### src/rtl/spim_pkg.sv
`timescale 1ns/1ps
package spim_pkg;
  localparam int REG_AW = 6;
  localparam logic [REG_AW-1:0] CMD_ADDR  = 6'h20;
  localparam logic [REG_AW-1:0] STAT_ADDR = 6'h21;
  localparam int TOT_LSB = 0;
  localparam int TX_LSB  = 8;
  localparam int REL_BIT = 20;

  typedef enum logic [2:0] {
    ST_IDLE, ST_FETCH, ST_LOAD, ST_LEAD, ST_HIGH, ST_LOW, ST_TAIL
  } spim_state_e;
endpackage

### src/rtl/spim_clkgen.sv
`timescale 1ns/1ps
module spim_clkgen #(
  parameter int DIV_W = 8
) (
  input  logic             clk,
  input  logic             rst,
  input  logic             restart,
  input  logic             run,
  input  logic [DIV_W-1:0] half_cfg,
  output logic             tick
);
  logic [DIV_W-1:0] lim_q, cnt_q;

  // lim_q = H - 1; the divider setting is captured on restart
  always_ff @(posedge clk) begin
    if (rst) begin
      lim_q <= '0;
      cnt_q <= '0;
    end else if (restart) begin
      lim_q <= (half_cfg == '0) ? '0 : half_cfg - DIV_W'(1);
      cnt_q <= '0;
    end else if (run) begin
      cnt_q <= tick ? '0 : cnt_q + DIV_W'(1);
    end
  end

  assign tick = run && (cnt_q == lim_q);

  AST_CNT_BOUND: assert property (@(posedge clk) disable iff (rst)
    cnt_q <= lim_q);
endmodule

### src/rtl/spim_buf.sv
`timescale 1ns/1ps
module spim_buf #(
  parameter  int DEPTH = 16,
  localparam int AW    = $clog2(DEPTH)
) (
  input  logic          clk,
  input  logic [AW-1:0] a_addr,
  input  logic          a_we,
  input  logic [7:0]    a_wdata,
  output logic [7:0]    a_rdata,
  input  logic [AW-1:0] b_raddr,
  output logic [7:0]    b_rdata,
  input  logic [AW-1:0] b_waddr,
  input  logic          b_we,
  input  logic [7:0]    b_wdata
);
  logic [7:0] mem [DEPTH];

  // one write port; the two writers are never active in the same cycle
  always_ff @(posedge clk) begin
    if (b_we)      mem[b_waddr] <= b_wdata;
    else if (a_we) mem[a_addr]  <= a_wdata;
  end

  always_ff @(posedge clk) begin
    a_rdata <= mem[a_addr];
    b_rdata <= mem[b_raddr];
  end
endmodule

### src/rtl/spim_ctrl.sv
`timescale 1ns/1ps
module spim_ctrl
  import spim_pkg::*;
#(
  parameter  int DEPTH = 16,
  localparam int BW    = $clog2(DEPTH),
  localparam int CW    = $clog2(DEPTH + 1)
) (
  input  logic          clk,
  input  logic          rst,
  input  logic          start,
  input  logic [CW-1:0] total,
  input  logic          release_cs,
  input  logic          tick,
  input  logic [7:0]    rd_data,
  input  logic          miso,
  output logic          restart,
  output logic          run,
  output logic [BW-1:0] rd_addr,
  output logic          wr_en,
  output logic [BW-1:0] wr_addr,
  output logic [7:0]    wr_data,
  output logic          busy,
  output logic          done,
  output logic          sclk,
  output logic          cs_n,
  output logic          mosi
);
  spim_state_e   state_q;
  logic [BW-1:0] idx_q, idx_next;
  logic [3:0]    bits_q;
  logic [6:0]    tx_sr;
  logic [7:0]    rx_sr;
  logic [CW-1:0] tot_q;
  logic          rel_q;
  logic          last_byte;

  assign idx_next  = (idx_q == BW'(DEPTH - 1)) ? '0 : idx_q + BW'(1);
  assign last_byte = (CW'(idx_q) + CW'(1)) == tot_q;
  // prefetch the next slot so it is ready at the byte boundary
  assign rd_addr   = (state_q == ST_FETCH) ? idx_q : idx_next;
  assign restart   = (state_q == ST_LOAD);
  assign run       = (state_q == ST_LEAD) || (state_q == ST_HIGH) ||
                     (state_q == ST_LOW)  || (state_q == ST_TAIL);

  always_ff @(posedge clk) begin
    if (rst) begin
      state_q <= ST_IDLE;
      idx_q   <= '0;
      bits_q  <= '0;
      tx_sr   <= '0;
      rx_sr   <= '0;
      tot_q   <= '0;
      rel_q   <= 1'b0;
      busy    <= 1'b0;
      done    <= 1'b0;
      sclk    <= 1'b0;
      cs_n    <= 1'b1;
      mosi    <= 1'b0;
      wr_en   <= 1'b0;
      wr_addr <= '0;
      wr_data <= '0;
    end else begin
      wr_en <= 1'b0;
      unique case (state_q)
        ST_IDLE: if (start) begin
          done <= 1'b0;
          if (total == '0) begin
            done <= 1'b1;
          end else begin
            busy    <= 1'b1;
            tot_q   <= total;
            rel_q   <= release_cs;
            idx_q   <= '0;
            state_q <= ST_FETCH;
          end
        end
        ST_FETCH: state_q <= ST_LOAD;
        ST_LOAD: begin
          tx_sr   <= rd_data[6:0];
          mosi    <= rd_data[7];
          cs_n    <= 1'b0;
          bits_q  <= '0;
          state_q <= ST_LEAD;
        end
        ST_LEAD, ST_LOW: if (tick) begin
          sclk    <= 1'b1;
          rx_sr   <= {rx_sr[6:0], miso};
          bits_q  <= bits_q + 4'd1;
          state_q <= ST_HIGH;
        end
        ST_HIGH: if (tick) begin
          sclk <= 1'b0;
          if (bits_q == 4'd8) begin
            wr_en   <= 1'b1;
            wr_addr <= idx_q;
            wr_data <= rx_sr;
            bits_q  <= '0;
            if (last_byte) begin
              state_q <= ST_TAIL;
            end else begin
              idx_q   <= idx_next;
              tx_sr   <= rd_data[6:0];
              mosi    <= rd_data[7];
              state_q <= ST_LOW;
            end
          end else begin
            mosi    <= tx_sr[6];
            tx_sr   <= {tx_sr[5:0], 1'b0};
            state_q <= ST_LOW;
          end
        end
        ST_TAIL: if (tick) begin
          if (rel_q) cs_n <= 1'b1;
          mosi    <= 1'b0;
          busy    <= 1'b0;
          done    <= 1'b1;
          state_q <= ST_IDLE;
        end
        default: state_q <= ST_IDLE;
      endcase
    end
  end

  AST_SCLK_NEEDS_CS: assert property (@(posedge clk) disable iff (rst)
    sclk |-> !cs_n);
  AST_IDLE_NO_SCLK: assert property (@(posedge clk) disable iff (rst)
    !busy |-> !sclk);
  AST_DONE_EXCL_BUSY: assert property (@(posedge clk) disable iff (rst)
    done |-> !busy);
  AST_IDX_IN_RANGE: assert property (@(posedge clk) disable iff (rst)
    busy |-> (CW'(idx_q) < tot_q));
  AST_BIT_LIMIT: assert property (@(posedge clk) disable iff (rst)
    bits_q <= 4'd8);
endmodule

### src/rtl/spi_blk_master.sv
`timescale 1ns/1ps
module spi_blk_master
  import spim_pkg::*;
#(
  parameter  int DEPTH = 16,   // 9 to 32 slots, fits below CMD_ADDR
  parameter  int DIV_W = 8,
  localparam int BW    = $clog2(DEPTH),
  localparam int CW    = $clog2(DEPTH + 1)
) (
  input  logic              clk,
  input  logic              rst,
  input  logic [REG_AW-1:0] reg_addr,
  input  logic              reg_wr,
  input  logic [31:0]       reg_wdata,
  output logic [31:0]       reg_rdata,
  input  logic [DIV_W-1:0]  cfg_half_div,
  output logic              spi_sclk,
  output logic              spi_cs_n,
  output logic              spi_mosi,
  input  logic              spi_miso
);
  logic              cmd_wr, accept, buf_we, in_buf;
  logic [7:0]        tot_raw, tx_raw, tot_cl, tx_cl;
  logic [31:0]       cmd_q;
  logic [REG_AW-1:0] addr_q;
  logic              busy, done, tick, restart, run;
  logic [BW-1:0]     eng_raddr, eng_waddr;
  logic [7:0]        eng_rdata, eng_wdata, a_rdata;
  logic              eng_we;

  assign in_buf  = reg_addr < REG_AW'(DEPTH);
  assign cmd_wr  = reg_wr && (reg_addr == CMD_ADDR);
  assign accept  = cmd_wr && !busy;
  assign buf_we  = reg_wr && in_buf && !busy;

  assign tot_raw = reg_wdata[TOT_LSB +: 8];
  assign tx_raw  = reg_wdata[TX_LSB +: 8];
  assign tot_cl  = (tot_raw > 8'(DEPTH)) ? 8'(DEPTH) : tot_raw;
  assign tx_cl   = (tx_raw > tot_cl) ? tot_cl : tx_raw;

  always_ff @(posedge clk) begin
    if (rst) begin
      cmd_q  <= '0;
      addr_q <= '0;
    end else begin
      addr_q <= reg_addr;
      if (accept) cmd_q <= {reg_wdata[31:16], tx_cl, tot_cl};
    end
  end

  always_comb begin
    if (addr_q == CMD_ADDR)               reg_rdata = cmd_q;
    else if (addr_q == STAT_ADDR)         reg_rdata = {30'd0, done, busy};
    else if (addr_q < REG_AW'(DEPTH))     reg_rdata = {24'd0, a_rdata};
    else                                  reg_rdata = '0;
  end

  spim_buf #(.DEPTH(DEPTH)) u_buf (
    .clk     (clk),
    .a_addr  (reg_addr[BW-1:0]),
    .a_we    (buf_we),
    .a_wdata (reg_wdata[7:0]),
    .a_rdata (a_rdata),
    .b_raddr (eng_raddr),
    .b_rdata (eng_rdata),
    .b_waddr (eng_waddr),
    .b_we    (eng_we),
    .b_wdata (eng_wdata)
  );

  spim_clkgen #(.DIV_W(DIV_W)) u_clkgen (
    .clk      (clk),
    .rst      (rst),
    .restart  (restart),
    .run      (run),
    .half_cfg (cfg_half_div),
    .tick     (tick)
  );

  spim_ctrl #(.DEPTH(DEPTH)) u_ctrl (
    .clk        (clk),
    .rst        (rst),
    .start      (accept),
    .total      (CW'(tot_cl)),
    .release_cs (reg_wdata[REL_BIT]),
    .tick       (tick),
    .rd_data    (eng_rdata),
    .miso       (spi_miso),
    .restart    (restart),
    .run        (run),
    .rd_addr    (eng_raddr),
    .wr_en      (eng_we),
    .wr_addr    (eng_waddr),
    .wr_data    (eng_wdata),
    .busy       (busy),
    .done       (done),
    .sclk       (spi_sclk),
    .cs_n       (spi_cs_n),
    .mosi       (spi_mosi)
  );

  AST_CMD_IGNORED_BUSY: assert property (@(posedge clk) disable iff (rst)
    (busy && cmd_wr) |=> $stable(cmd_q));
  AST_ENG_WR_ONLY_BUSY: assert property (@(posedge clk) disable iff (rst)
    eng_we |-> busy);
  AST_NO_SHARED_WRITE: assert property (@(posedge clk) disable iff (rst)
    !(eng_we && buf_we));
endmodule

### config.mk
export PLATFORM = sky130hd
export DESIGN_NAME = spi_blk_master
export DESIGN_NICKNAME = d
export VERILOG_FILES = /design/src/rtl/spim_pkg.sv /design/src/rtl/spim_clkgen.sv /design/src/rtl/spim_buf.sv /design/src/rtl/spim_ctrl.sv /design/src/rtl/spi_blk_master.sv
export SDC_FILE = /design/constraint.sdc
export NUM_CORES = 1
export LEC_CHECK = 0
export ABC_AREA = 1
export BUFFER_PORTS_ARGS = -buffer_cell sky130_fd_sc_hd__buf_2
export CAP_MARGIN = 30
export CELL_PAD_IN_SITES_DETAIL_PLACEMENT = 1
export CELL_PAD_IN_SITES_GLOBAL_PLACEMENT = 2
export CORE_MARGIN = 2
export CORE_UTILIZATION = 36
export CTS_CLUSTER_DIAMETER = 50
export DETAILED_ROUTE_END_ITERATION = 7
export HOLD_SLACK_MARGIN = 0.1
export PLACE_DENSITY_LB_ADDON = 0.1
export SETUP_SLACK_MARGIN = 0.3
export SKIP_CTS_REPAIR_TIMING = 1
export SYNTH_ARGS = -nofsm -noshare
export SYNTH_HDL_FRONTEND = slang
export SYNTH_HIERARCHICAL = 1
export SYNTH_SLANG_ARGS = --single-unit
### constraint.sdc
create_clock -name clk -period 3 [get_ports clk]
set_clock_uncertainty 0.1 [all_clocks]
set_input_delay 0.3 -clock clk [delete_from_list [all_inputs] [get_ports clk]]
set_output_delay 0.3 -clock clk [all_outputs]
set_load 0.01 [all_outputs]
# ---- Word level (Yosys, flattened, before mapping)
# Memories as Yosys holds them, arrays and structs flattened. A register that Yosys moved wholly into a read port is not among the register bits.
# Index checks and enable logic that the tools add are counted.
dict set report word_totals {
  ramBits 128
  ff_bits 104
  elab_cells 145
  in_bits 50
  n_memories 1
}
# memory depth word_bits read_ports rd_clocked_by_memory_dff wr line_no
set memory_table {}
lappend memory_table {u_buf.mem 16 8 2 2 1 spim_buf.sv:17} ;# logic [7:0] mem [DEPTH];
dict set report classes {
  n_mux 56
  reduce_logical 35
  n_addsub 5
  n_eq_ne 22
  bitwise_logic 3
  magnitude_cmp 4
}
# operator n
set op_table {}
lappend op_table {{$mux W8} 7}
lappend op_table {{$mux W4} 11}
lappend op_table {{$mux W32} 1}
lappend op_table {{$mux W7} 3}
lappend op_table {{$eq A6 B6 Y1 const B} 3}
lappend op_table {{$mux W1} 18}
lappend op_table {{$pmux W3 S6} 1}
lappend op_table {{$reduce_and A3 Y1} 6}
lappend op_table {{$mux W3} 5}
lappend op_table {{$ne A2 B2 Y1 const B} 7}
lappend op_table {{$pmux W7 S2} 1}
lappend op_table {{$lt A6 B5 Y1 const B} 2}
lappend op_table {{$pmux W4 S3} 1}
lappend op_table {{$reduce_and A4 Y1} 3}
lappend op_table {{$reduce_bool A2 Y1} 5}
lappend op_table {{$eq A3 B3 Y1 const B} 3}
lappend op_table {{$add A4 B1 Y4 const B} 2}
lappend op_table {{$add A8 B1 Y8 const B} 1}
lappend op_table {{$eq A4 B4 Y1 const B} 2}
lappend op_table {{$eq A8 B8 Y1} 1}
lappend op_table {{$gt A8 B5 Y1 const B} 1}
lappend op_table {{$gt A8 B8 Y1} 1}
lappend op_table {{$logic_not A8 Y1} 1}
lappend op_table {{$pmux W1 S2} 4}
lappend op_table {{23 further kinds} 35}

# ---- Longest topological paths before layout
# Gate-level depths: netlist (run 1).
dict set report depth {
  word_depth 8
  depth_mapped 18
}

# ---- Cells and area by module
# Netlist (run 1), hierarchy kept.
# module area_each_um2 cells_each n_inst
set by_module_without_submodules {}
lappend by_module_without_submodules {spim_buf 7475.9 874 1}
lappend by_module_without_submodules {spim_ctrl 2453.6 359 1}
lappend by_module_without_submodules {spi_blk_master 1904.3 277 1}
lappend by_module_without_submodules {spim_clkgen 984.7 152 1}

# ---- Least setup slack after synthesis (run 1)
# OpenSTA, ideal clock, no wires.
dict set report synth_timing {
  path_kind {register to register}
  from {reg u_ctrl.state_q[2]}
  to {reg u_ctrl.tx_sr[3]}
  required_time_ns 2.785
  setup_slack_ns 0.619
  n_path_buf 3
  path_stages_with_launch 16
  period_less_slack_ns 2.381
  setup_ns 0.115
  arrival_ns 2.166
  path_cell_list {dfxtp_1 -> nor2_1 -> nor2_2 -> nand2_1 -> nand2_1 -> nand4_1 -> nor3_1 -> clkbuf_1 -> inv_1 -> nand2_1 -> and3_1 -> buf_2 -> buf_6 -> nand3_1 -> nand2_1 -> nor2_1}
}
dict set report synth_between {
  elab_chain_len 7
}
# item line_no
set synth_rtl {}
lappend synth_rtl {{start, declared} spim_ctrl.sv:29} ;# spim_state_e state_q;
lappend synth_rtl {{start signal, assigned} spim_ctrl.sv:48} ;# state_q <= ST_IDLE;
lappend synth_rtl {{start signal, assigned} spim_ctrl.sv:75} ;# state_q <= ST_FETCH;
lappend synth_rtl {{start signal, assigned} spim_ctrl.sv:78} ;# ST_FETCH: state_q <= ST_LOAD;
lappend synth_rtl {{$eq A3 B2 Y1 / $eq A3 B3 Y1 (equally long branches)} spim_ctrl.sv:43} ;# assign run = (state_q == ST_LEAD) || (state_q == ST_HIGH) ||
lappend synth_rtl {{$logic_or A1 B1 Y1 (2 in a row)} spim_ctrl.sv:43}
lappend synth_rtl {{$logic_or A1 B1 Y1 *} spim_ctrl.sv:44} ;# (state_q == ST_LOW) || (state_q == ST_TAIL);
lappend synth_rtl {{via run} spi_blk_master.sv:26} ;# logic busy, done, tick, restart, run;
lappend synth_rtl {{$logic_and A1 B1 Y1 *} spim_clkgen.sv:27} ;# assign tick = run && (cnt_q == lim_q);
lappend synth_rtl {{via tick} spi_blk_master.sv:26}
lappend synth_rtl {{$ne A2 B2 Y1 (no source line) *} --}
lappend synth_rtl {{$reduce_and A3 Y1 (no source line) *} --}
lappend synth_rtl {{end signal, assigned} spim_ctrl.sv:80} ;# tx_sr <= rd_data[6:0];
lappend synth_rtl {{end signal, assigned} spim_ctrl.sv:103} ;# tx_sr <= rd_data[6:0];
lappend synth_rtl {{end signal, assigned} spim_ctrl.sv:109} ;# tx_sr <= {tx_sr[5:0], 1'b0};
lappend synth_rtl {{end, declared} spim_ctrl.sv:32} ;# logic [6:0] tx_sr;
# The timed path passes the listed nets; every way through them passes the cells marked *.
# A chain may end at the register's enable or synchronous reset.

# ---- Worst setup path after layout (run 1)
dict set report layout_timing {
  from {reg addr_q[3]}
  to {out reg_rdata[7]}
}
dict set report layout_between {
  elab_chain_len 4
}
# item line_no
set layout_rtl {}
lappend layout_rtl {{start, declared} spi_blk_master.sv:25} ;# logic [REG_AW-1:0] addr_q;
lappend layout_rtl {{start signal, assigned} spi_blk_master.sv:46} ;# addr_q <= reg_addr;
lappend layout_rtl {{$lt A6 B5 Y1} spi_blk_master.sv:54} ;# else if (addr_q < REG_AW'(DEPTH)) reg_rdata = {24'd0, a_rdata};
lappend layout_rtl {{$mux W8} spi_blk_master.sv:54}
lappend layout_rtl {{$mux W8} spi_blk_master.sv:53} ;# else if (addr_q == STAT_ADDR) reg_rdata = {30'd0, done, busy};
lappend layout_rtl {{$mux W32 *} spi_blk_master.sv:52} ;# if (addr_q == CMD_ADDR) reg_rdata = cmd_q;
lappend layout_rtl {{end, declared} spi_blk_master.sv:15} ;# output logic [31:0] reg_rdata,
# Mark *: on every way between the ends. The rest lies on a longest branch, timed or not.

==> impl_metrics.tcl, run 1 <==
set metrics [dict create \
    fin_ws_ns 0.440 \
    peakVddDrop_v 0.000516 \
    outcome "completed" \
    htree_levels 2 \
    clock-sinks 248 \
    synth-main-ff-cell "edfxtp_1" \
    dp_hpwl_mm 28.4 \
    dpl_cell_area_um2 13700 \
    syn_avg_cell_area_um2 7.71 \
    yosysMostFrequentCell "nand2_1" \
    rsz0062_at_grt "false" \
    crit_family "simple AND/OR/NAND/NOR gates" \
    io_buffers 84 \
    grt_overflow 0 \
    postSynth.asyncResetShare_pct 0 \
    finalSetupViolations 0 \
    first_pass_iters 5 \
    cpPeakStageDelay_ns 0.40 \
    cp.required_ns 2.60 \
    critPathLaunch "addr_q[3]" \
    synth_common_cells "nand2_1, nand3_1, inv_1, edfxtp_1, dfxtp_1" \
    regArea_um2 6250 \
    tns_ns 0 \
    gp_congestion 0.791 \
    ant_nets 0 \
    p_per_area_nw_per_um2 814 \
    nFillCells 4334 \
    ys_ff_latch 248 \
    r2r-start "u_ctrl/state_q[2]" \
    startpoint_type "register" \
    path_class "reg -> out" \
    hold_viol_final 0 \
    initial_core_util_pct 36.3 \
    fin_crit_ns 2.56 \
    hp-start "reg_wdata[8]" \
    grt_pass1_vias 11600 \
    ys_seq_area_share_pct 48.7 \
    drc 0 \
    relSlewSlack_pct 54.2 \
    finalMaxSlewViolations 0 \
    die_w_um 193 \
    grt_start_max_net_pins 62 \
    path_buf_inv 2 \
    grt_pass1_wl_mm 66.2 \
    core_um2 35300 \
    drive_above_1_share_pct 13.6 \
    layout.nets 1856 \
    cts.path.max_buffers 3 \
    path_cells "or3_4 > nor3_4 > inv_2 > o21ai_0 > buf_2" \
    fin_area_um2 15400 \
    syn_to_final_growth_pct 20.1 \
    postSynthCellCount 1662 \
    synth-edff-count 128 \
    cp_slowest_cell "or3_4" \
    ioPinCount 85 \
    postRouteWirelength_mm 43.3 \
    groute.usage.overall_pct 23.5 \
    netlist.area_leader.share_pct 30.0 \
    crit_path_max_fanout 27 \
    die_h_um 193 \
    yosys.area.top_type "edfxtp_1" \
    fmax_ghz 0.391 \
    cellLeakagePower_nw 6.91 \
    antenna_found_initial 0 \
    multi_input_area_um2 5050 \
    fin_crit_sh_pct 85.3 \
    dieArea_um2 37100 \
    maxCapViolCount 0 \
    post_drt_wl_per_cell_um 19.0 \
    rows 69 \
    drt_iter0_drc 561 \
    cts_tree "built" \
    synth_area_um2 12800 \
    clk_pin_slew_ns 0.06 \
    worst_slew_pin_slew_ns 0.687 \
    cts_root_buf "clkbuf_16" \
    numCtsBuffers 37 \
    synth_warnings 6 \
    total_power_mw 12.5 \
    synth_cell_types 47 \
    dp_slack_ns 0.286 \
    hp-class "in -> reg" \
    via_per_inst 5.00 \
    vias 11400 \
    cp.arrival_ns 2.16 \
    clk_latency_ns 0.53 \
    synth_area_leaders "edfxtp_1, dfxtp_1, nand2_1" \
    crit_path_end_kind "primary output" \
]
==> cells by family after synthesis <==
kind of cell | after synthesis | synth area share [%]
and+or+nand+nor | 879 | 30.0
buffers and inverters | 350 | 12.2
DFF | 248 | 48.7
AOI/OAI and AO/OA | 151 | 6.30
adders and majority gates | 14 | 1.37
xor gates and xnor gates | 11 | 0.752
muxes | 8 | 0.703
other | 1 | 0.0293
==> where the power goes <==
part	leakage (nW)	total, mW	internal [mW]	switching (mW)
combinational	4.11	4.02	1.29	2.72
clock	0.640	4.60	2.97	1.63
sequential	2.16	3.92	3.75	0.165
total	6.91	12.5	8.02	4.52
==> routing by layer <==
layer,global-route usage (%),vias to the layer above,part of all wire (%)
met1,30.9,5497,45
li1,-,5598,-
met4,7.28,0,2.5
met2,38.9,256,47
met5,0,-,0
met3,4.51,66,6.0
==> cells in the final DEF, fill, tap and decap left out, types with 4 or more instances in the layout <==
cell	instances
nand2_1	432
nand3_1	285
inv_1	260
edfxtp_1	128
dfxtp_1	120
nor2_1	109
buf_2	84
a21oi_1	73
o21ai_0	54
clkbuf_16	39
buf_4	38
dlygate4sd3_1	36
inv_2	14
ha_1	14
nand4_1	10
nand2_2	9
xor2_1	9
nor2_2	9
mux2_2	8
clkinv_2	6
bufinv_16	6
nor3_1	5
clkbuf_1	5
buf_12	5
o22ai_1	5
clkinv_4	4
o21ai_1	4
nand3_2	4
==> final cells by class <==
type | instances | area share (%)
Tap cell | 461 | 3.75
Antenna cell | 1 | 0.0163
Sequential cell | 248 | 40.6
Inverter | 276 | 6.77
Clock inverter | 20 | 1.80
Clock buffer | 47 | 6.73
Timing Repair Buffer | 163 | 7.57
Multi-Input combinational cell | 1066 | 32.8
==> stage by stage <==
stage	instances	hold WS, ns	utilization [%]
4_1_cts	2244	-0.105	42.5
6_report	2282	0.0670	43.6
3_5_place_dp	2177	0.334	38.8
5_1_grt	2281	0.102	43.6
3_3_place_gp	2177	0.330	38.8
2_1_floorplan	1664	0.307	-
==> worst reg2reg max path, stage by stage (launching register included) <==
cell and delay (ns):
dfxtp_1 0.36, nor2_1 0.23, inv_1 0.07, nor2_1 0.18, inv_1 0.18, nand3_1 0.15
o21ai_4 0.10, inv_2 0.10, buf_4 0.35, nand2_1 0.11, nand3_1 0.09, nand3_1 0.10
nand3_1 0.15, nand2_1 0.08
==> state kept, by name, indices dropped and copies added (netlist names), 5 cells and up <==
signal          count
addr_q              6
u_ctrl/rx_sr        8
u_ctrl/tx_sr        7
u_ctrl/tot_q        5
u_ctrl/wr_data      8
u_buf/mem         128
u_buf/a_rdata       8
u_clkgen/cnt_q      8
cmd_q              32
u_buf/b_rdata       8
u_clkgen/lim_q      8
==> path summary, 6_finish.rpt <==
path | end | slack [ns] | cells past startpoint
setup / recovery | reg_rdata[7] | 0.44 | 5
setup reg to reg | u_buf/b_rdata[4] | 0.53 | 13
hold / removal | cmd_q[8] | 0.07 | 5
hold reg to reg | cmd_q[7] | 0.34 | 2
Note: power is estimated with default switching activity, not from simulation.
==> run 2, diff against run 1 <==
--- a/config.mk
+++ b/config.mk
@@ -5,13 +5,13 @@
 export SDC_FILE = /design/constraint.sdc
 export NUM_CORES = 1
 export LEC_CHECK = 0
-export ABC_AREA = 1
+export ABC_AREA = 0
 export BUFFER_PORTS_ARGS = -buffer_cell sky130_fd_sc_hd__buf_2
 export CAP_MARGIN = 30
 export CELL_PAD_IN_SITES_DETAIL_PLACEMENT = 1
 export CELL_PAD_IN_SITES_GLOBAL_PLACEMENT = 2
 export CORE_MARGIN = 2
-export CORE_UTILIZATION = 36
+export CORE_UTILIZATION = 44
 export CTS_CLUSTER_DIAMETER = 50
 export DETAILED_ROUTE_END_ITERATION = 7
 export HOLD_SLACK_MARGIN = 0.1
==> constraint.sdc (replaced) <==
create_clock -name clk -period 3.1 [get_ports clk]
set_clock_uncertainty 0.1 [all_clocks]
set_input_delay 0.31 -clock clk [delete_from_list [all_inputs] [get_ports clk]]
set_output_delay 0.31 -clock clk [all_outputs]
set_load 0.01 [all_outputs]
==> run 2 against run 1 <==
  * Cell count fell by 34%
  * Flip-flop and latch count did not move
  * Core utilization rose by 9.8 points
  * Count of clock-buffer cells in the layout fell by 3
  * Combinational power fell by 84%
  * Register-to-register slack got worse by 0.12 ns
  * Synthesized cell count fell by 40%
  * Wire length fell by 24%
  * Die area fell by 24%
  * Non-clock buffer count fell by 4
  * Critical path type is now reg -> reg
  * Critical endpoint is now u_buf/b_rdata[3]
==> impl_metrics.tcl, run 2 <==
set metrics [dict create \
    outcome "completed" \
    die_h_um 168 \
    worst_slew_pin_slew_ns 1.02 \
    syn_avg_cell_area_um2 11.8 \
    hold_viol_final 0 \
    via_per_inst 5.64 \
    synth-main-ff-cell "edfxtp_1" \
    yosysMostFrequentCell "edfxtp_1" \
    core_um2 26700 \
    rsz0062_at_grt "true" \
    ant_nets 0 \
    clk_latency_ns 0.52 \
    gp_congestion 0.833 \
    fin_crit_ns 2.69 \
    groute.usage.overall_pct 23.5 \
    clk_pin_slew_ns 0.05 \
    finalSetupViolations 0 \
    layout.nets 1200 \
    tns_ns 0 \
    crit_path_end_kind "register" \
    post_drt_wl_per_cell_um 21.9 \
    synth_warnings 6 \
    synth_area_leaders "edfxtp_1, dfxtp_1, mux2i_1" \
    vias 8481 \
    p_per_area_nw_per_um2 567 \
    crit_path_max_fanout 19 \
    cts_root_buf "clkbuf_16" \
    cts.path.max_buffers 3 \
    total_power_mw 8.06 \
    drc 0 \
    synth-edff-count 128 \
    final_cell_mix "edfxtp_1, nand2_1, dfxtp_1, buf_2, a21oi_1" \
    netlist.area_leader.share_pct 32.5 \
    cts_tree "built" \
    relSlewSlack_pct 31.6 \
    postSynthCellCount 1003 \
    largest_register_ffs 128 \
    postRouteWirelength_mm 33.0 \
    antenna_found_initial 2 \
    clock-sinks 248 \
    grt_pass1_vias 8837 \
    dp_hpwl_mm 22.7 \
    die_w_um 168 \
    synth_cell_types 79 \
    path_class "reg -> reg" \
    reg_top3 "u_buf/mem (128), cmd_q (32)" \
    rows 60 \
    hp-class "in -> reg" \
    cp.arrival_ns 2.98 \
    first_pass_iters 5 \
    yosys.area.top_type "edfxtp_1" \
    postSynth.asyncResetShare_pct 0 \
    ioPinCount 85 \
    synth_common_cells "edfxtp_1, nand2_1, dfxtp_1, a21oi_1, mux2i_1" \
    ys_seq_area_share_pct 52.8 \
    top_register "u_buf/mem" \
    drt_iter0_drc 447 \
    nFillCells 2758 \
    io_buffers 84 \
    initial_core_util_pct 44.4 \
    grt_overflow 0 \
    cp.required_ns 3.39 \
    fmax_ghz 0.372 \
    cellLeakagePower_nw 5.39 \
    ys_ff_latch 248 \
    grt_start_max_net_pins 58 \
    maxCapViolCount 0 \
    numCtsBuffers 34 \
    synth_area_um2 11800 \
    peakVddDrop_v 0.000454 \
    final_common_cell "edfxtp_1" \
    startpoint_type "register" \
    fin_crit_sh_pct 86.6 \
    syn_to_final_growth_pct 20.3 \
    drive_above_1_share_pct 21.3 \
    dieArea_um2 28200 \
    grt_pass1_wl_mm 50.8 \
    finalMaxSlewViolations 0 \
    htree_levels 2 \
]
## run 2: cell types whose count changed after synthesis, moves of 22 or more
cell     before  now
inv_1       260   25
o21ai_0      56   18
and2_1        0   30
nor2_1      109   59
nand2_1     433  124
a22oi_1       0   41
mux2i_1       0   60
nand3_1     285   14
mux4_2        0   22
## run 2: layout make-up
class	count	area [µm²]	area share [%]
antenna	1	2.50	0.0176
inverter	26	103	0.722
clock buffer	44	950	6.68
timing repair buffer	159	1120	7.88
tap	341	427	3.00
sequential	248	6250	43.9
multi-input combinational	667	5160	36.3
clock inverter	18	209	1.47
## run 2: worst max-delay path, stage by stage (launching register included)
cell and delay (ns):
dfxtp_2 0.39, ha_2 0.27, nand3_1 0.22, nand2_1 0.13
o21ai_4 0.23, buf_12 0.23, mux4_1 0.57, a22oi_1 0.37
nand2_1 0.08
## run 2: through the flow
stage / instance area (µm²) / worst slack [ns] / cells / utilization (%) / hold slack [ns]
after detailed placement: 12700 / 0.188 / 1405 / 47.6 / 0.345
after global placement: 12600 / 0.207 / 1401 / 47.5 / 0.336
after CTS: 13800 / 0.169 / 1467 / 51.9 / -0.0827
after global routing: 14200 / 0.295 / 1503 / 53.3 / 0.179
after floorplan: 11900 / 0.247 / 1005 / - / 0.307
final: 14200 / 0.414 / 1504 / 53.4 / 0.144
## run 2: kinds of logic after synthesis
group / after synthesis / synth area share, %
other: 1 / 0.0317
xor gates and xnor gates: 29 / 2.15
buffers and inverters: 90 / 4.12
and+or+nand+nor: 307 / 12.7
DFF: 248 / 52.8
AOI/OAI and AO/OA: 202 / 11.8
muxes: 112 / 14.9
adders and majority gates: 14 / 1.48
## run 2: power breakdown
group / switching, mW / leakage [nW] / total (mW) / internal [mW]
logic: 0.355 / 2.66 / 0.636 / 0.280
registers: 0.0286 / 2.16 / 3.52 / 3.49
clock network: 1.47 / 0.573 / 3.91 / 2.44
total: 1.85 / 5.39 / 8.06 / 6.21
## run 2: path summary, 6_finish.rpt
| check | startpoint | to | slack [ns] | depth (start not counted) |
|---|---|---|---|---|
| worst max-delay path | u_ctrl/idx_q[0] | u_buf/b_rdata[3] | 0.41 | 8 |
| worst min-delay path | cfg_half_div[1] | u_clkgen/lim_q[5] | 0.14 | 4 |
| worst max register to register | u_ctrl/idx_q[0] | u_buf/b_rdata[3] | 0.41 | 8 |
| worst min register to register | u_ctrl/sclk | u_ctrl/sclk | 0.35 | 2 |
## run 2: per-layer routing
metal | vias up | GRT usage, % | part of all wire [%]
met5 | - | 0 | 0
met4 | 0 | 9.15 | 3.1
met3 | 70 | 3.71 | 4.5
met2 | 217 | 41.4 | 51
met1 | 4182 | 29.2 | 42
li1 | 4012 | - | -
==> run 3, diff against run 2 <==
--- a/config.mk
+++ b/config.mk
@@ -20,5 +20,4 @@
 export SKIP_CTS_REPAIR_TIMING = 1
 export SYNTH_ARGS = -nofsm -noshare
 export SYNTH_HDL_FRONTEND = slang
-export SYNTH_HIERARCHICAL = 1
 export SYNTH_SLANG_ARGS = --single-unit
==> run 3 against run 2 <==
  * Sequential share of layout area about the same
  * Combinational power up 110%
  * Non-clock buffer count up 8
  * Worst hold slack worse by 0.072 ns
  * Global-route usage up 1.5 points
  * Sequential power up 3%
  * Cell count up 3.6%
  * Flip-flop and latch count unchanged
  * Count of clock-buffer cells in the layout down 1
  * Critical endpoint is now u_ctrl.mosi
  * Largest cell class unchanged
==> impl_metrics.tcl, run 3 <==
set metrics [dict create \
    cp_slowest_cell "or4_4" \
    power_switching_mw 2.37 \
    drt_iter0_drc 515 \
    nFillCells 2754 \
    drive_above_1_share_pct 22.1 \
    hp-class "in -> reg" \
    tns_ns 0 \
    yosysMostFrequentCell "nand2_1" \
    total_power_mw 8.88 \
    relSlewSlack_pct 37.9 \
    cts_tree "built" \
    via_per_inst 5.85 \
    synth_warnings 0 \
    worst_slew_pin_slew_ns 0.929 \
    cts_root_buf "clkbuf_16" \
    ys_seq_area_share_pct 52.9 \
    vias 9113 \
    postSynth.asyncResetShare_pct 0 \
    synth_cell_types 84 \
    n_antenna_cell 0 \
    groute.usage.overall_pct 25.0 \
    reg_top3 "u_buf.mem (128), cmd_q (32)" \
    cts.path.max_buffers 3 \
    grt_pass1_wl_mm 54.2 \
    first_pass_iters 5 \
    ant_nets 0 \
    post_drt_wl_per_cell_um 22.7 \
    fmax_ghz 0.385 \
    io_buffers 84 \
    largest_register_ffs 128 \
    place_inst 1466 \
    rsz0062_at_grt "false" \
    p_comb_share_pct 15.1 \
    fin_crit_sh_pct 83.8 \
    final_common_cell "nand2_1" \
    synth_area_um2 11800 \
    whs_ns 0.0726 \
    clockPowerShare_pct 43.8 \
    netlist.area_leader.share_pct 32.6 \
    clk_pin_slew_ns 0.05 \
    gp_congestion 0.894 \
    die_h_um 168 \
    antenna_found_initial 0 \
    peakVddDrop_v 0.000596 \
    yosys.area.top_type "edfxtp_1" \
    dp_slack_ns 0.166 \
    cellLeakagePower_nw 5.21 \
    path_class "reg -> reg" \
    postRouteWirelength_mm 35.4 \
    dieArea_um2 28100 \
    postSynthCellCount 1058 \
    final_cell_mix "nand2_1, edfxtp_1, dfxtp_1, nor2_1, buf_2" \
    final_cells 1558 \
    synth_common_cells "nand2_1, edfxtp_1, dfxtp_1, nor2_1, a21oi_1" \
    fin_ws_ns 0.504 \
    clk_latency_ns 0.52 \
    dp_hpwl_mm 25.1 \
    numCtsBuffers 34 \
    synth-main-ff-cell "edfxtp_1" \
    syn_avg_cell_area_um2 11.1 \
    cp.arrival_ns 2.92 \
    core_um2 26200 \
    finalMaxSlewViolations 0 \
    initial_core_util_pct 45.0 \
    p_per_area_nw_per_um2 624 \
    seq_power_share_pct 41.0 \
    switching_share_pct 26.8 \
    grt_overflow 0 \
    crit_path_max_fanout 13 \
    layout.nets 1261 \
    syn_to_final_growth_pct 20.6 \
    ioPinCount 85 \
    top_register "u_buf.mem" \
    ys_ff_latch 248 \
    cp.required_ns 3.42 \
    synth-edff-count 128 \
    ff2ff_setup_slack_ns 0.50 \
    cpPeakStageDelay_ns 0.60 \
    fin_crit_ns 2.60 \
    path_buf_inv 1 \
    drc 0 \
    fin_area_um2 14200 \
    dpl_cell_area_um2 12800 \
    die_w_um 168 \
    startpoint_type "register" \
    rows 59 \
    maxCapViolCount 0 \
    crit_path_end_kind "register" \
    htree_levels 2 \
    grt_pass1_vias 9184 \
    finalSetupViolations 0 \
    grt_start_max_net_pins 53 \
    crit_family "simple AND/OR/NAND/NOR gates" \
    path_cells "buf_4 > a21boi_2 > nor2_1 > or4_4 > a211o_1 > or3_1 > a21oi_1" \
    hold_viol_final 0 \
    synth_area_leaders "edfxtp_1, dfxtp_1, mux4_2" \
    clock-sinks 248 \
    p_int_mw 6.50 \
    outcome "completed" \
    utilization_pct 54.3 \
]
## run 3: cell types whose count changed in the layout (fill, tap and decap cells not counted), moves of 15 or more
cell     delta
nor2_1     +36
o21ai_0    +15
mux4_1     -21
mux2i_1    -27
mux4_2     +18
a22oi_1    -37
## run 3: kinds of logic (layout without fill, tap and decap cells)
kind of cell | after synthesis | count (layout) | synth area share, %
xor+xnor | 26 | 26 | 2.15
flops | 248 | 248 | 52.9
mux | 87 | 87 | 11.8
compound gates | 223 | 223 | 13.2
simple gates | 372 | 372 | 15.4
fa+ha+maj | 13 | 13 | 1.38
other cells | 1 | 3 | 0.0318
buf+inv | 88 | 251 | 3.18
## run 3: worst paths after layout
check	start	end	cells past startpoint
worst max-delay path	u_ctrl.state_q[2]	u_ctrl.mosi	7
worst min register to register	cmd_q[19]	cmd_q[19]	2
worst min-delay path	cfg_half_div[5]	u_clkgen.lim_q[5]	3
worst max register to register	u_ctrl.state_q[2]	u_ctrl.mosi	7
## run 3: area by class of cell
| cell class | count | area [µm²] | share of cell area, % |
|---|---|---|---|
| well taps | 335 | 419 | 2.95 |
| clock inverters | 18 | 204 | 1.43 |
| multi-input cells | 724 | 5190 | 36.5 |
| repair buffers | 167 | 1150 | 8.11 |
| inverters | 23 | 86.3 | 0.607 |
| clock buffers | 43 | 926 | 6.51 |
| flip-flops and latches | 248 | 6250 | 43.9 |
## run 3: worst min-delay path, delay by kind of cell
kind,cells,cell delay (ns)
xor gates and xnor gates,1,0.08
buffers and inverters,1,0.11
AOI/OAI and AO/OA,1,0.13
## run 3: metal layers
layer  wire [µm]  part of all wire (%)  track usage, %
met1       15000                    42            31.6
met2       17100                    48            42.7
met3        1660                   4.7            4.02
met4        1600                   4.5            11.0
met5           0                     0               0
## run 3: power groups by stage
stage          clock network, mW  registers, mW  logic (mW)
3_5_place_dp                   0           3.71        1.30
3_3_place_gp                   0           3.71        1.28
2_1_floorplan                  0           3.68       0.868
6_report                    3.89           3.64        1.34
5_1_grt                     4.09           3.65        1.46
4_1_cts                     3.96           3.65        1.31
